===== src/rtl/cid_pkg.sv =====
package cid_pkg;

   typedef enum logic [2:0] {
      ST_IDLE  = 3'd0,
      ST_READY = 3'd1,
      ST_IDENT = 3'd2,
      ST_STBY  = 3'd3,
      ST_INA   = 3'd4
   } card_state_e;

   localparam int unsigned IDX_RESET  = 0;
   localparam int unsigned IDX_GETID  = 2;
   localparam int unsigned IDX_ADDR   = 3;
   localparam int unsigned IDX_SLEEP  = 15;
   localparam int unsigned IDX_OPCOND = 41;

   typedef struct packed {
      card_state_e nxt;
      logic        respond;
      logic        load_addr;
      logic        clr_addr;
      logic        set_spi;
   } cid_decision_t;

endpackage


===== src/rtl/cid_wake_timer.sv =====
module cid_wake_timer #(
   parameter int unsigned WAKE_CYCLES = 74
) (
   input  logic clk,
   input  logic por_n,
   output logic awake
);
   localparam int unsigned CW = (WAKE_CYCLES < 2) ? 1 : $clog2(WAKE_CYCLES + 1);
   localparam logic [CW-1:0] LIMIT = CW'(WAKE_CYCLES);

   logic [CW-1:0] cnt_q;

   generate
      if (WAKE_CYCLES == 0) begin : g_none
         assign awake = 1'b1;
         always_ff @(posedge clk or negedge por_n) begin
            if (!por_n) cnt_q <= '0;
            else        cnt_q <= '0;
         end
      end else begin : g_count
         always_ff @(posedge clk or negedge por_n) begin
            if (!por_n)              cnt_q <= '0;
            else if (cnt_q != LIMIT) cnt_q <= cnt_q + 1'b1;
         end
         assign awake = (cnt_q == LIMIT);
      end
   endgenerate
endmodule


===== src/rtl/cid_addr_lfsr.sv =====
module cid_addr_lfsr #(
   parameter int unsigned     W    = 16,
   parameter logic [W-1:0]    TAPS = 16'hB400,
   parameter logic [W-1:0]    SEED = 16'hACE1
) (
   input  logic         clk,
   input  logic         por_n,
   output logic [W-1:0] value
);
   generate
      if (W < 2) begin : g_bad_w
         $error("cid_addr_lfsr: width must be at least 2");
      end
      if (SEED == '0) begin : g_bad_seed
         $error("cid_addr_lfsr: seed must be non-zero");
      end
      if (TAPS[W-1] != 1'b1) begin : g_bad_taps
         $error("cid_addr_lfsr: top tap must be set");
      end
   endgenerate

   logic [W-1:0] q;
   logic         fb;

   assign fb = ^(q & TAPS);

   always_ff @(posedge clk or negedge por_n) begin
      if (!por_n) q <= SEED;
      else        q <= {q[W-2:0], fb};
   end

   assign value = q;
endmodule


===== src/rtl/cid_decode.sv =====
module cid_decode
   import cid_pkg::*;
#(
   parameter int unsigned IDX_W = 6
) (
   input  card_state_e   cur,
   input  logic [IDX_W-1:0] idx,
   input  logic          app,
   input  logic          volt_given,
   input  logic          volt_ok,
   input  logic          busy,
   input  logic          cs_n,
   output cid_decision_t dec
);
   logic is_reset, is_sleep, is_getid, is_addr, is_opcond;

   assign is_reset  = !app && (idx == IDX_W'(IDX_RESET));
   assign is_sleep  = !app && (idx == IDX_W'(IDX_SLEEP));
   assign is_getid  = !app && (idx == IDX_W'(IDX_GETID));
   assign is_addr   = !app && (idx == IDX_W'(IDX_ADDR));
   assign is_opcond =  app && (idx == IDX_W'(IDX_OPCOND));

   always_comb begin
      dec.nxt       = cur;
      dec.respond   = 1'b0;
      dec.load_addr = 1'b0;
      dec.clr_addr  = 1'b0;
      dec.set_spi   = 1'b0;
      if (cur != ST_INA) begin
         if (is_reset) begin
            dec.nxt      = ST_IDLE;
            dec.clr_addr = 1'b1;
            dec.set_spi  = !cs_n;
         end else if (is_sleep) begin
            dec.nxt = ST_INA;
         end else begin
            unique case (cur)
               ST_IDLE: if (is_opcond) begin
                  if (busy || !volt_given) begin
                     dec.respond = 1'b1;
                  end else if (volt_ok) begin
                     dec.nxt     = ST_READY;
                     dec.respond = 1'b1;
                  end else begin
                     dec.nxt = ST_INA;
                  end
               end
               ST_READY: if (is_getid) begin
                  dec.nxt     = ST_IDENT;
                  dec.respond = 1'b1;
               end
               ST_IDENT, ST_STBY: if (is_addr) begin
                  dec.nxt       = ST_STBY;
                  dec.respond   = 1'b1;
                  dec.load_addr = 1'b1;
               end
               default: ;
            endcase
         end
      end
   end
endmodule


===== src/rtl/card_ident_fsm.sv =====
module card_ident_fsm
   import cid_pkg::*;
#(
   parameter int unsigned IDX_W       = 6,
   parameter int unsigned ADDR_W      = 16,
   parameter int unsigned WAKE_CYCLES = 74,
   parameter bit          SPI_EN      = 1'b1,
   parameter logic [ADDR_W-1:0] ADDR_TAPS = 16'hB400,
   parameter logic [ADDR_W-1:0] ADDR_SEED = 16'hACE1
) (
   input  logic              clk,
   input  logic              por_n,
   input  logic              cmd_valid,
   input  logic [IDX_W-1:0]  cmd_index,
   input  logic              cmd_app,
   input  logic              volt_given,
   input  logic              volt_ok,
   input  logic              card_busy,
   input  logic              cs_n,
   output logic [2:0]        card_state,
   output logic [ADDR_W-1:0] rel_addr,
   output logic              resp_valid,
   output logic              spi_mode
);
   generate
      if (IDX_W < 6) begin : g_bad_idx
         $error("card_ident_fsm: index width must hold 41");
      end
   endgenerate

   card_state_e   state_q;
   cid_decision_t dec;
   logic          awake;
   logic          take;
   logic [ADDR_W-1:0] gen_addr;
   logic [ADDR_W-1:0] addr_q;
   logic          resp_q;

   cid_wake_timer #(.WAKE_CYCLES(WAKE_CYCLES)) u_wake (
      .clk   (clk),
      .por_n (por_n),
      .awake (awake)
   );

   cid_addr_lfsr #(.W(ADDR_W), .TAPS(ADDR_TAPS), .SEED(ADDR_SEED)) u_addr (
      .clk   (clk),
      .por_n (por_n),
      .value (gen_addr)
   );

   cid_decode #(.IDX_W(IDX_W)) u_dec (
      .cur        (state_q),
      .idx        (cmd_index),
      .app        (cmd_app),
      .volt_given (volt_given),
      .volt_ok    (volt_ok),
      .busy       (card_busy),
      .cs_n       (cs_n),
      .dec        (dec)
   );

   assign take = cmd_valid && awake;

   always_ff @(posedge clk or negedge por_n) begin
      if (!por_n) begin
         state_q <= ST_IDLE;
         addr_q  <= '0;
         resp_q  <= 1'b0;
      end else begin
         resp_q <= take && dec.respond;
         if (take) begin
            state_q <= dec.nxt;
            if (dec.clr_addr)       addr_q <= '0;
            else if (dec.load_addr) addr_q <= gen_addr;
         end
      end
   end

   generate
      if (SPI_EN) begin : g_spi
         logic spi_q;
         always_ff @(posedge clk or negedge por_n) begin
            if (!por_n)                    spi_q <= 1'b0;
            else if (take && dec.set_spi)  spi_q <= 1'b1;
         end
         assign spi_mode = spi_q;
      end else begin : g_no_spi
         assign spi_mode = 1'b0;
      end
   endgenerate

   assign card_state = state_q;
   assign rel_addr   = addr_q;
   assign resp_valid = resp_q;
endmodule


===== config.mk =====
export PLATFORM = sky130hd
export DESIGN_NAME = card_ident_fsm
export DESIGN_NICKNAME = d
export VERILOG_FILES = /design/src/rtl/cid_pkg.sv /design/src/rtl/cid_wake_timer.sv /design/src/rtl/cid_addr_lfsr.sv /design/src/rtl/cid_decode.sv /design/src/rtl/card_ident_fsm.sv
export SDC_FILE = /design/constraint.sdc
export NUM_CORES = 1
export LEC_CHECK = 0
export BUFFER_PORTS_ARGS = -buffer_cell sky130_fd_sc_hd__buf_2
export CORE_MARGIN = 2
export CORE_UTILIZATION = 50
export DETAILED_ROUTE_END_ITERATION = 16
export PLACE_DENSITY = 0.72
export RECOVER_POWER = 25
export REMOVE_ABC_BUFFERS = 1
export SETUP_SLACK_MARGIN = 0.4
export SLEW_MARGIN = 5
export SYNTH_ARGS = -nofsm -noshare
export SYNTH_HDL_FRONTEND = slang
export SYNTH_HIERARCHICAL = 1
export SYNTH_SLANG_ARGS = --single-unit
export TNS_END_PERCENT = 10

===== constraint.sdc =====
create_clock -name clk -period 2.3 [get_ports clk]
set_input_delay 0.46 -clock clk [delete_from_list [all_inputs] [get_ports clk]]
set_output_delay 0.46 -clock clk [all_outputs]
set_load 0.01 [all_outputs]

# Word-level counts from Yosys, hierarchy flattened
# Index checks and enable logic that the tools add are counted.
dict set report classes {
  add_sub_neg 1
  eq_ne 14
  muxes 17
  n_reduce_logical 20
}
# op n
set ops {}
lappend ops {{two-way mux 16 bit} 2}
lappend ops {{parity 16 bit} 1}
lappend ops {{equality test 6 x 2 -> 1 bit, second input constant} 2}
lappend ops {{two-way mux 3 bit} 4}
lappend ops {{two-way mux 4 bit} 3}
lappend ops {{!= test 4 x 1 -> 1 bit, second input constant} 3}
lappend ops {{case mux 4 bit (3 select lines)} 1}
lappend ops {{logical AND 1 bit} 8}
lappend ops {{adder 7 x 1 -> 7 bit, second input constant} 1}
lappend ops {{equality test 7 bit, second input constant} 1}
lappend ops {{!= test 7 bit, second input constant} 1}
lappend ops {{AND reduction 7 bit} 1}
lappend ops {{equality test 3 x 2 -> 1 bit, second input constant} 2}
lappend ops {{equality test 6 x 4 -> 1 bit, second input constant} 1}
lappend ops {{equality test 6 bit, second input constant} 1}
lappend ops {{logical NOT 6 bit} 1}
lappend ops {{two-way mux 2 bit} 3}
lappend ops {{two-way mux 5 bit} 1}
lappend ops {{nonzero test 5 bit} 1}
lappend ops {{!= test 4 x 2 -> 1 bit, second input constant} 1}
lappend ops {{equality test 3 x 1 -> 1 bit, second input constant} 1}
lappend ops {{logical NOT 1 bit} 3}
lappend ops {{logical NOT 3 bit} 1}
lappend ops {{two-way mux 1 bit} 3}
lappend ops {{other kinds (5)} 5}
dict set report totals {
  register_bits 44
  input_bits 14
  output_inout_bits 21
  elab_cells 58
}

# Depth between registers and ports, before layout
# Gate-level depths: netlist (run 1).
dict set report depth {
  word_depth 10
  depth_mapped 8
}

# By module
# The synthesis (run 1) kept the hierarchy.
# mod n_inst cells_per_inst area_each_um2
set by_module_without_submodules {}
lappend by_module_without_submodules {card_ident_fsm 1 106 1204.9}
lappend by_module_without_submodules {cid_addr_lfsr 1 19 436.7}
lappend by_module_without_submodules {cid_wake_timer 1 28 322.8}
lappend by_module_without_submodules {cid_decode 1 29 206.4}

# Worst setup path after synthesis (run 1)
# OpenSTA, ideal clock, no wires.
dict set report synth_timing {
  path_type {in2reg}
  start {input port cmd_index[0]}
  end {register addr_q[10] (netlist: rel_addr[10])}
  arrival_ns 1.941
  required_ns 2.167
  setup_slack_ns 0.226
  path_stages 7
  cell_sequence {or4_1 > a211oi_1 > buf_6 > or2_1 > buf_6 > buf_12 > o221ai_2}
}
# item line_no
set synth_rtl {}
lappend synth_rtl {{start, declared} card_ident_fsm.sv:14} ;# input logic [IDX_W-1:0] cmd_index,
lappend synth_rtl {{end signal, assigned} card_ident_fsm.sv:74} ;# else if (dec.load_addr) addr_q <= gen_addr;
lappend synth_rtl {{end, declared} card_ident_fsm.sv:36} ;# logic [ADDR_W-1:0] addr_q;

# Final worst setup path (run 1)
dict set report layout_timing {
  start {register state_q[2] (netlist: card_state[2])}
  end {register state_q[1] (netlist: card_state[1])}
}
dict set report layout_via {
  elab_chain_cells 5
  word_cells_on_any_way 15
  classes_between {8 x eq/ne; 3 x mux; 4 x reduce/logical}
}
# item line_no
set layout_rtl {}
lappend layout_rtl {{start, declared} card_ident_fsm.sv:31} ;# card_state_e state_q;
lappend layout_rtl {{start signal, assigned} card_ident_fsm.sv:72} ;# state_q <= dec.nxt;
lappend layout_rtl {{equality test 3 x 2 -> 1 bit} cid_decode.sv:37} ;# unique case (cur)
lappend layout_rtl {{OR reduction 2 bit} cid_decode.sv:37}
lappend layout_rtl {{case mux 4 bit (3 select lines)} cid_decode.sv:37}
lappend layout_rtl {{two-way mux 3 bit} cid_decode.sv:34} ;# end else if (is_sleep) begin
lappend layout_rtl {{two-way mux 3 bit} cid_decode.sv:30} ;# if (is_reset) begin
# Parallel ways exist; a longest one is shown, timed or not.
# A chain may end at the register's enable or synchronous reset.

==> results of run 1 <==
[synthesized netlist by cell type, types with 2 or more instances]
library cell / count / area (um^2)
sky130_fd_sc_hd__dfrtp_1: 36 / 901
sky130_fd_sc_hd__inv_1: 21 / 78.8
sky130_fd_sc_hd__nand4_1: 19 / 119
sky130_fd_sc_hd__a21bo_2: 16 / 160
sky130_fd_sc_hd__buf_2: 12 / 60.1
sky130_fd_sc_hd__o221ai_2: 10 / 150
sky130_fd_sc_hd__dfstp_2: 8 / 210
sky130_fd_sc_hd__xnor2_1: 7 / 61.3
sky130_fd_sc_hd__o221ai_1: 6 / 52.6
sky130_fd_sc_hd__nand3_1: 5 / 25.0
sky130_fd_sc_hd__nor2_1: 4 / 15.0
sky130_fd_sc_hd__a21oi_1: 3 / 15.0
sky130_fd_sc_hd__and3_1: 3 / 18.8
sky130_fd_sc_hd__mux2_2: 3 / 33.8
sky130_fd_sc_hd__nor4b_1: 3 / 26.3
sky130_fd_sc_hd__buf_6: 2 / 22.5
sky130_fd_sc_hd__ha_1: 2 / 25.0
sky130_fd_sc_hd__nand2_1: 2 / 7.51
sky130_fd_sc_hd__or4b_4: 2 / 27.5
sky130_fd_sc_hd__xor2_1: 2 / 17.5
[routing by layer]
layer	vias up	part of all wire [%]
met5	-	0
met4	0	1.5
met3	8	5.0
met2	47	49
met1	772	45
li1	741	-
[flip-flops by register name, indices dropped and copies added (netlist names)]
| register | cells |
|---|---|
| card_state | 3 |
| u_addr/value | 16 |
| rel_addr | 16 |
| resp_valid | 1 |
| u_wake/cnt_q | 7 |
| spi_mode | 1 |
[where the power goes]
| group | switching [uW] | internal [uW] | leakage [uW] |
|---|---|---|---|
| combinational | 37.9 | 16.6 | 0.000626 |
| clock | 274 | 327 | 0.0000583 |
| sequential | 0 | 773 | 0.000487 |
| total | 312 | 1120 | 0.00117 |
[area by class of cell]
cell class / count / area, um^2 / share of cell area [%]
Sequential cell: 44 / 1110 / 44.2
Clock buffer: 5 / 68.8 / 2.73
Clock inverter: 3 / 47.5 / 1.89
Tap cell: 50 / 62.6 / 2.48
Multi-Input combinational cell: 102 / 890 / 35.3
Inverter: 21 / 78.8 / 3.13
Timing Repair Buffer: 44 / 259 / 10.3
[path summary, 6_finish.rpt]
check,from,end,depth (start not counted)
max reg2reg,card_state[2]$_DFFE_PN0P_,card_state[1]$_DFFE_PN0P_,4
max in group asynchronous,por_n,card_state[2]$_DFFE_PN0P_,2
min reg2reg,u_addr/value[4]$_DFF_PN0_,u_addr/value[5]$_DFF_PN1_,0
min in group asynchronous,por_n,rel_addr[8]$_DFFE_PN0P_,2
max,card_state[2]$_DFFE_PN0P_,card_state[1]$_DFFE_PN0P_,4
min,u_addr/value[4]$_DFF_PN0_,u_addr/value[5]$_DFF_PN1_,0
[through the flow]
stage	utilization, %	hold WS [ns]	instances	setup TNS (ns)
2_1_floorplan	-	0.164	167	-20.65
3_3_place_gp	58.2	0.356	259	0
3_5_place_dp	58.2	0.361	259	0
4_1_cts	61.1	0.240	267	0
5_1_grt	61.6	0.386	269	0
6_report	61.6	0.376	269	0
[worst reg2reg max path, delay by kind of cell, from the launching register on]
family | cells | cell delay (ns)
simple gates | 2 | 1.07
compound gates | 1 | 0.15
mux | 1 | 0.15
flops | 1 | 0.45
[what timing repair did]
action,in CTS,in global routing
hold buffers,0,0
gates cloned,0,0
setup endpoints to repair,1,18
buffers inserted,0,2
gates resized for setup,1,2
[cells by family (layout without fill, tap and decap cells)]
group | Yosys count | after routing | synth area share (%)
AND/OR/NAND/NOR | 46 | 46 | 13.9
multiplexers | 4 | 4 | 2.02
flip-flops | 44 | 44 | 51.2
buffers and inverters | 36 | 73 | 8.36
XOR/XNOR | 9 | 9 | 3.63
adder cells (fa/ha/maj) | 2 | 2 | 1.15
AO/OA/AOI/OAI | 41 | 41 | 19.8
==> run summary, run 1 <==
Power density over the cells -> 567 nW/um^2
GR met1 Demand/Resource -> 26.3%
Clock latency on the worst-skew pair -> 0.30 ns
Post-detailed-placement cell area -> 2380 um^2
Iteration count of the initial detailed-routing pass -> 4
Max Root-Sink Buffers -> 2
Fraction of final layout cells with drive strength greater than 1 -> 42.9%
Clock root buffer -> sky130_fd_sc_hd__clkbuf_8
Overall die width -> 69.9 um
Max Cap Viol -> 0
Post-Syn Area per Cell -> 11.9 um^2
Global routing met3 resource utilization -> 3.75%
Number of DRC markers in iteration 0 -> 104
Vias in the first global route -> 1557
First-pass GRT wire length -> 7670 um
Worst path required time -> 2.53 ns
CP delay by family, top -> simple AND/OR/NAND/NOR gates
Worst slack, placed -> 0.181 ns
Number of nets in the layout -> 234
Clock buffers created by TritonCTS -> 5
CP Launch Type -> flop
Max H-tree Level -> 2
Category of the worst setup path capture point -> flop
Area of the mapped netlist -> 2170 um^2
Crit path setup slack, layout -> 0.427 ns
Routed wire length -> 4410 um
Peak-usage layer in the global routing report -> met2
Internal reg-to-reg setup slack -> 0.43 ns
Setup-violating endpoint count in the final report -> 0
CORE AREA -> 4090 um^2
Routed Antenna Nets -> 0
Antenna diode count -> 0
Initial Utilization -> 53.1%
Vertical die dimension -> 69.9 um
Final cycle utilization of the critical path -> 81.4%
Number of fillers in the final layout -> 336
Setup Crit Path Kind -> reg2reg
Most instantiated flip-flop cell in the synthesis netlist -> sky130_fd_sc_hd__dfrtp_1
Routability congestion estimate from global placement -> 1.07
Drt via density -> 5.83
FFs w/ async S/R, synth -> 100%
Gate count after technology mapping -> 182
Number of buffer and inverter stages on the critical path -> 0
Met2 usage in global routing -> 31.6%
Yosys Warn Count -> 6
Clk_skew -> 0.0133 ns
Slowest cell on the critical path -> sky130_fd_sc_hd__or4b_4
Global routing usage summed across all routing layers -> 19.4%
Result of the run -> completed
Vias -> 1568
Worst endpoint data arrival time -> 2.11 ns
Slew at the pin closest to its max-slew limit -> 1.05 ns
Slew HR -> 30.1%
Mean routed wirelength per cell -> 16.4 um
Minimum clock period -> 1.87 ns
Number of buffers inserted by port buffering -> 34
Fmax -> 534 MHz
Finished layout cell area -> 2520 um^2
Proportion of synthesized chip area in sequential cells -> 51.2%
Maximum net fanout on the critical path -> 6
Area enclosed by the die boundary -> 4880 um^2
Class of the tightest hold or removal check -> reg2reg
Final Hold Fails -> 0
Most frequent cells in the layout -> 35 x sky130_fd_sc_hd__dfrtp_1, 34 x sky130_fd_sc_hd__buf_2, 21 x sky130_fd_sc_hd__inv_1, 19 x sky130_fd_sc_hd__nand4_1, 16 x sky130_fd_sc_hd__a21bo_2
Clock tree from TritonCTS -> yes
Ports placed on the boundary -> 35
DRC -> 0
Core Rows -> 23
Max IR drop VDD -> 342 uV
Clock net sink count -> 44
Largest net degree at the start of global routing -> 45
GRT Residual Overflow -> 0
Leakage component of the power -> 0.00117 uW
Relative area change from synthesis to final layout -> 16.0%
Most common cell after layout, fill and taps aside -> sky130_fd_sc_hd__dfrtp_1
Number of antenna violations at the first check in global routing -> 0
Critical path cell sequence -> or4b_4 -> or4b_4 -> a21oi_2 -> mux2_2
Slew Limit Fails -> 0
Count of distinct cell types in the synthesized netlist -> 36
Clock edge transition at the registers on the reported setup and hold paths -> 0.09 ns
Delay of the slowest cell on the worst path -> 0.55 ns
Final HPWL DP -> 2970 um
Flip-flop and latch count after synthesis -> 44
Crit path top cell by count -> sky130_fd_sc_hd__or4b_4
Count of flip-flops with a built-in enable after synthesis -> 0
Unrepaired setup endpoints after global routing -> yes
Design Power -> 1430 uW
Power figures use the tool's default switching activity.
==> run 2, diff against run 1 <==
--- a/config.mk
+++ b/config.mk
@@ -5,11 +5,12 @@
 export SDC_FILE = /design/constraint.sdc
 export NUM_CORES = 1
 export LEC_CHECK = 0
+export ABC_AREA = 1
 export BUFFER_PORTS_ARGS = -buffer_cell sky130_fd_sc_hd__buf_2
 export CORE_MARGIN = 2
 export CORE_UTILIZATION = 50
 export DETAILED_ROUTE_END_ITERATION = 16
-export PLACE_DENSITY = 0.72
+export PLACE_DENSITY = 0.75
 export RECOVER_POWER = 25
 export REMOVE_ABC_BUFFERS = 1
 export SETUP_SLACK_MARGIN = 0.4
==> constraint.sdc (replaced) <==
create_clock -name clk -period 1.68 [get_ports clk]
set_input_delay 0.336 -clock clk [delete_from_list [all_inputs] [get_ports clk]]
set_output_delay 0.336 -clock clk [all_outputs]
set_load 0.01 [all_outputs]
==> run 2 against run 1 <==
Effect of this change: power up 33%; critical path depth up 7; hold slack worse by 0.074 ns; die area down 1.3%; combinational power up 16%; via count up 14%; global-route usage up 0.26 points; core utilization up 6.2 points; largest cell class unchanged.
==> run summary, run 2 <==
Global routing usage summed across all routing layers -> 19.6%
Proportion of synthesized chip area in sequential cells -> 51.9%
Delay of the slowest cell on the worst path -> 0.41 ns
Library cell with the highest instance count after synthesis -> sky130_fd_sc_hd__nand2_1
CORE AREA -> 4060 um^2
Number of cells on the worst reg-to-reg path -> 11
Routed wire length -> 4780 um
Maximum net fanout on the critical path -> 7
Clock tree from TritonCTS -> yes
Vertical die dimension -> 69.4 um
Count of flip-flops with a built-in enable after synthesis -> 0
Number of antenna violations at the first check in global routing -> 0
Clk_skew -> 0.00498 ns
P_sw -> 388 uW
Max H-tree Level -> 2
Post-Syn Area per Cell -> 8.40 um^2
Routed Antenna Nets -> 0
Fraction of post-synthesis cell area in the top cell type by area -> 42.1%
Final Util -> 67.8%
Gate count after technology mapping -> 255
Instance count after placement with tap cells included -> 337
Setup-violating endpoint count in the final report -> 0
Worst endpoint data arrival time -> 1.72 ns
Leakage component of the power -> 0.00149 uW
Worst path required time -> 1.91 ns
Number of DRC markers in iteration 0 -> 145
Number of nets in the layout -> 328
Most frequent cells in the layout -> 57 x sky130_fd_sc_hd__nand2_1, 38 x sky130_fd_sc_hd__inv_1, 34 x sky130_fd_sc_hd__dfrtp_1, 34 x sky130_fd_sc_hd__buf_2, 27 x sky130_fd_sc_hd__nor2_1
Fmax -> 673 MHz
FFs w/ async S/R, synth -> 100%
Clock edge transition at the registers on the reported setup and hold paths -> 0.08 ns
Sequential fraction of design power -> 55.5%
Fraction of final layout cells with drive strength greater than 1 -> 37.7%
Yosys Warn Count -> 6
FF-to-FF End -> rel_addr[10]$_DFFE_PN0P_
Iteration count of the initial detailed-routing pass -> 4
Setup Crit Path Kind -> reg2reg
Unrepaired setup endpoints after global routing -> yes
Minimum clock period -> 1.49 ns
Hold-fix buffer count after cts -> 0
Slew at the pin closest to its max-slew limit -> 1.05 ns
Count of non-filler cells in the finished layout -> 363
Internal reg-to-reg setup slack -> 0.19 ns
Slowest cell on the critical path -> sky130_fd_sc_hd__dfrtp_1
Antenna diode count -> 0
Number of buffers inserted by port buffering -> 34
Final HPWL DP -> 2800 um
Clock root buffer -> sky130_fd_sc_hd__clkbuf_8
Cell types with the highest counts after synthesis -> 61 x sky130_fd_sc_hd__nand2_1, 41 x sky130_fd_sc_hd__inv_1, 36 x sky130_fd_sc_hd__dfrtp_1, 28 x sky130_fd_sc_hd__nor2_1, 26 x sky130_fd_sc_hd__nand3_1
Max Cap Viol -> 0
Overall die width -> 69.4 um
Area of the mapped netlist -> 2140 um^2
Most instantiated flip-flop cell in the synthesis netlist -> sky130_fd_sc_hd__dfrtp_1
Final Hold Fails -> 0
Most common cell after layout, fill and taps aside -> sky130_fd_sc_hd__nand2_1
Switching share of power -> 20.3%
GRT Residual Overflow -> 0
Final total negative setup slack -> 0 ns
Largest net degree at the start of global routing -> 45
Internal power summed over all cells -> 1520 uW
Slew Limit Fails -> 0
Max IR drop VDD -> 444 uV
Biggest area consumer among synthesized cells -> sky130_fd_sc_hd__dfrtp_1
Core Rows -> 23
Count of distinct cell types in the synthesized netlist -> 27
Clock latency on the worst-skew pair -> 0.29 ns
Relative area change from synthesis to final layout -> 28.6%
Reg-to-reg startpoint -> u_wake/cnt_q[0]$_DFFE_PN0P_
Clock buffers created by TritonCTS -> 5
Final cycle utilization of the critical path -> 88.4%
Clock net sink count -> 44
Mean routed wirelength per cell -> 13.2 um
Vias in the first global route -> 1688
Drt via density -> 4.92
First-pass GRT wire length -> 7510 um
Top cells by area, synth -> sky130_fd_sc_hd__dfrtp_1 42%, sky130_fd_sc_hd__nand2_1 11%, sky130_fd_sc_hd__dfstp_2 9.8%
DRC -> 0
Area enclosed by the die boundary -> 4820 um^2
Max Root-Sink Buffers -> 2
Critical path cell sequence -> inv_2 -> ha_4 -> nand2_2 -> inv_2 -> nand3_4 -> inv_4 -> nand2_4 -> clkinv_8 -> buf_12 -> nand3_1 -> nand2_1
Crit path top cell by count -> sky130_fd_sc_hd__inv_2
CP Launch Type -> flop
Power density over the cells -> 693 nW/um^2
Proportion of power drawn by the clock network -> 41.2%
Result of the run -> completed
Category of the worst setup path capture point -> flop
Slew HR -> 30.3%
Initial Utilization -> 52.8%
Share of power burned in combinational logic -> 3.3%
Flip-flop and latch count after synthesis -> 44
Ports placed on the boundary -> 35
Vias -> 1786
Routability congestion estimate from global placement -> 0.863
Class of the tightest hold or removal check -> in2async
## run 2: layout make-up
| type | instances | area (um^2) |
|---|---|---|
| well taps | 50 | 62.6 |
| flip-flops and latches | 44 | 1110 |
| repair buffers | 55 | 374 |
| multi-input cells | 161 | 906 |
| clock inverters | 2 | 35.0 |
| fillers | 289 | 1310 |
| clock buffers | 6 | 72.6 |
| inverters | 45 | 189 |
## run 2: kinds of logic (layout without fill, tap and decap cells)
kind of cell               after synthesis  after routing  share of synthesized area (%)
buffers and inverters                   51            108                           11.0
AOI/OAI and AO/OA                        6              6                           1.58
DFF                                     44             44                           51.9
and+or+nand+nor                        148            149                           32.7
adders and majority gates                2              2                           1.17
xor gates and xnor gates                 4              4                           1.64
## run 2: worst max path at each step
stage | slack, ns | start | depth (start not counted) | to
6_report | 0.19 | u_wake/cnt_q[0]$_DFFE_PN0P_ | 11 | rel_addr[10]$_DFFE_PN0P_
4_1_cts | 0.26 | u_wake/cnt_q[0]$_DFFE_PN0P_ | 11 | rel_addr[5]$_DFFE_PN0P_
3_5_place_dp | -0.009 | u_wake/cnt_q[0]$_DFFE_PN0P_ | 11 | rel_addr[0]$_DFFE_PN0P_
3_3_place_gp | 0.07 | u_wake/cnt_q[0]$_DFFE_PN0P_ | 11 | rel_addr[0]$_DFFE_PN0P_
5_1_grt | 0.15 | u_wake/cnt_q[0]$_DFFE_PN0P_ | 11 | rel_addr[13]$_DFFE_PN0P_
2_1_floorplan | 0.03 | cmd_app | 8 | rel_addr[0]$_DFFE_PN0P_
## run 2: power by group through the flow
stage	registers, uW	logic, uW	clock network, uW
6_report	1060	63.3	785
5_1_grt	1060	73.2	829
4_1_cts	1060	65.6	799
3_5_place_dp	1080	64.6	0
3_3_place_gp	1080	63.3	0
2_1_floorplan	1080	18.2	0
## run 2: metrics by stage
stage	area [um^2]	hold WS [ns]	setup WS (ns)	total power, uW
6_report	2750	0.302	0.194	1910
5_1_grt	2750	0.372	0.150	1960
4_1_cts	2640	0.121	0.257	1920
3_5_place_dp	2340	0.357	-0.00904	1140
3_3_place_gp	2340	0.355	0.0701	1140
2_1_floorplan	2080	0.0404	0.0326	1100
## run 2: routing by layer
layer / vias to the layer above / track usage (%) / wire length [um]
met1: 821 / 24.2 / 2020
met2: 67 / 33.5 / 2400
li1: 892 / - / -
met5: - / 0 / 0
met4: 0 / 8.28 / 63
met3: 6 / 3.92 / 290
## run 2: critical path, delay by kind of cell, from the launching register on
family	cells	cell delay [ns]
buffers and inverters	5	0.50
DFF	1	0.41
and+or+nand+nor	5	0.38
adders and majority gates	1	0.13
## run 2: what timing repair did
action	CTS	global route
pin swaps	5	9
resized for setup	12	21
setup endpoints to repair	22	25
cloned	1	0
buffers inserted	13	4
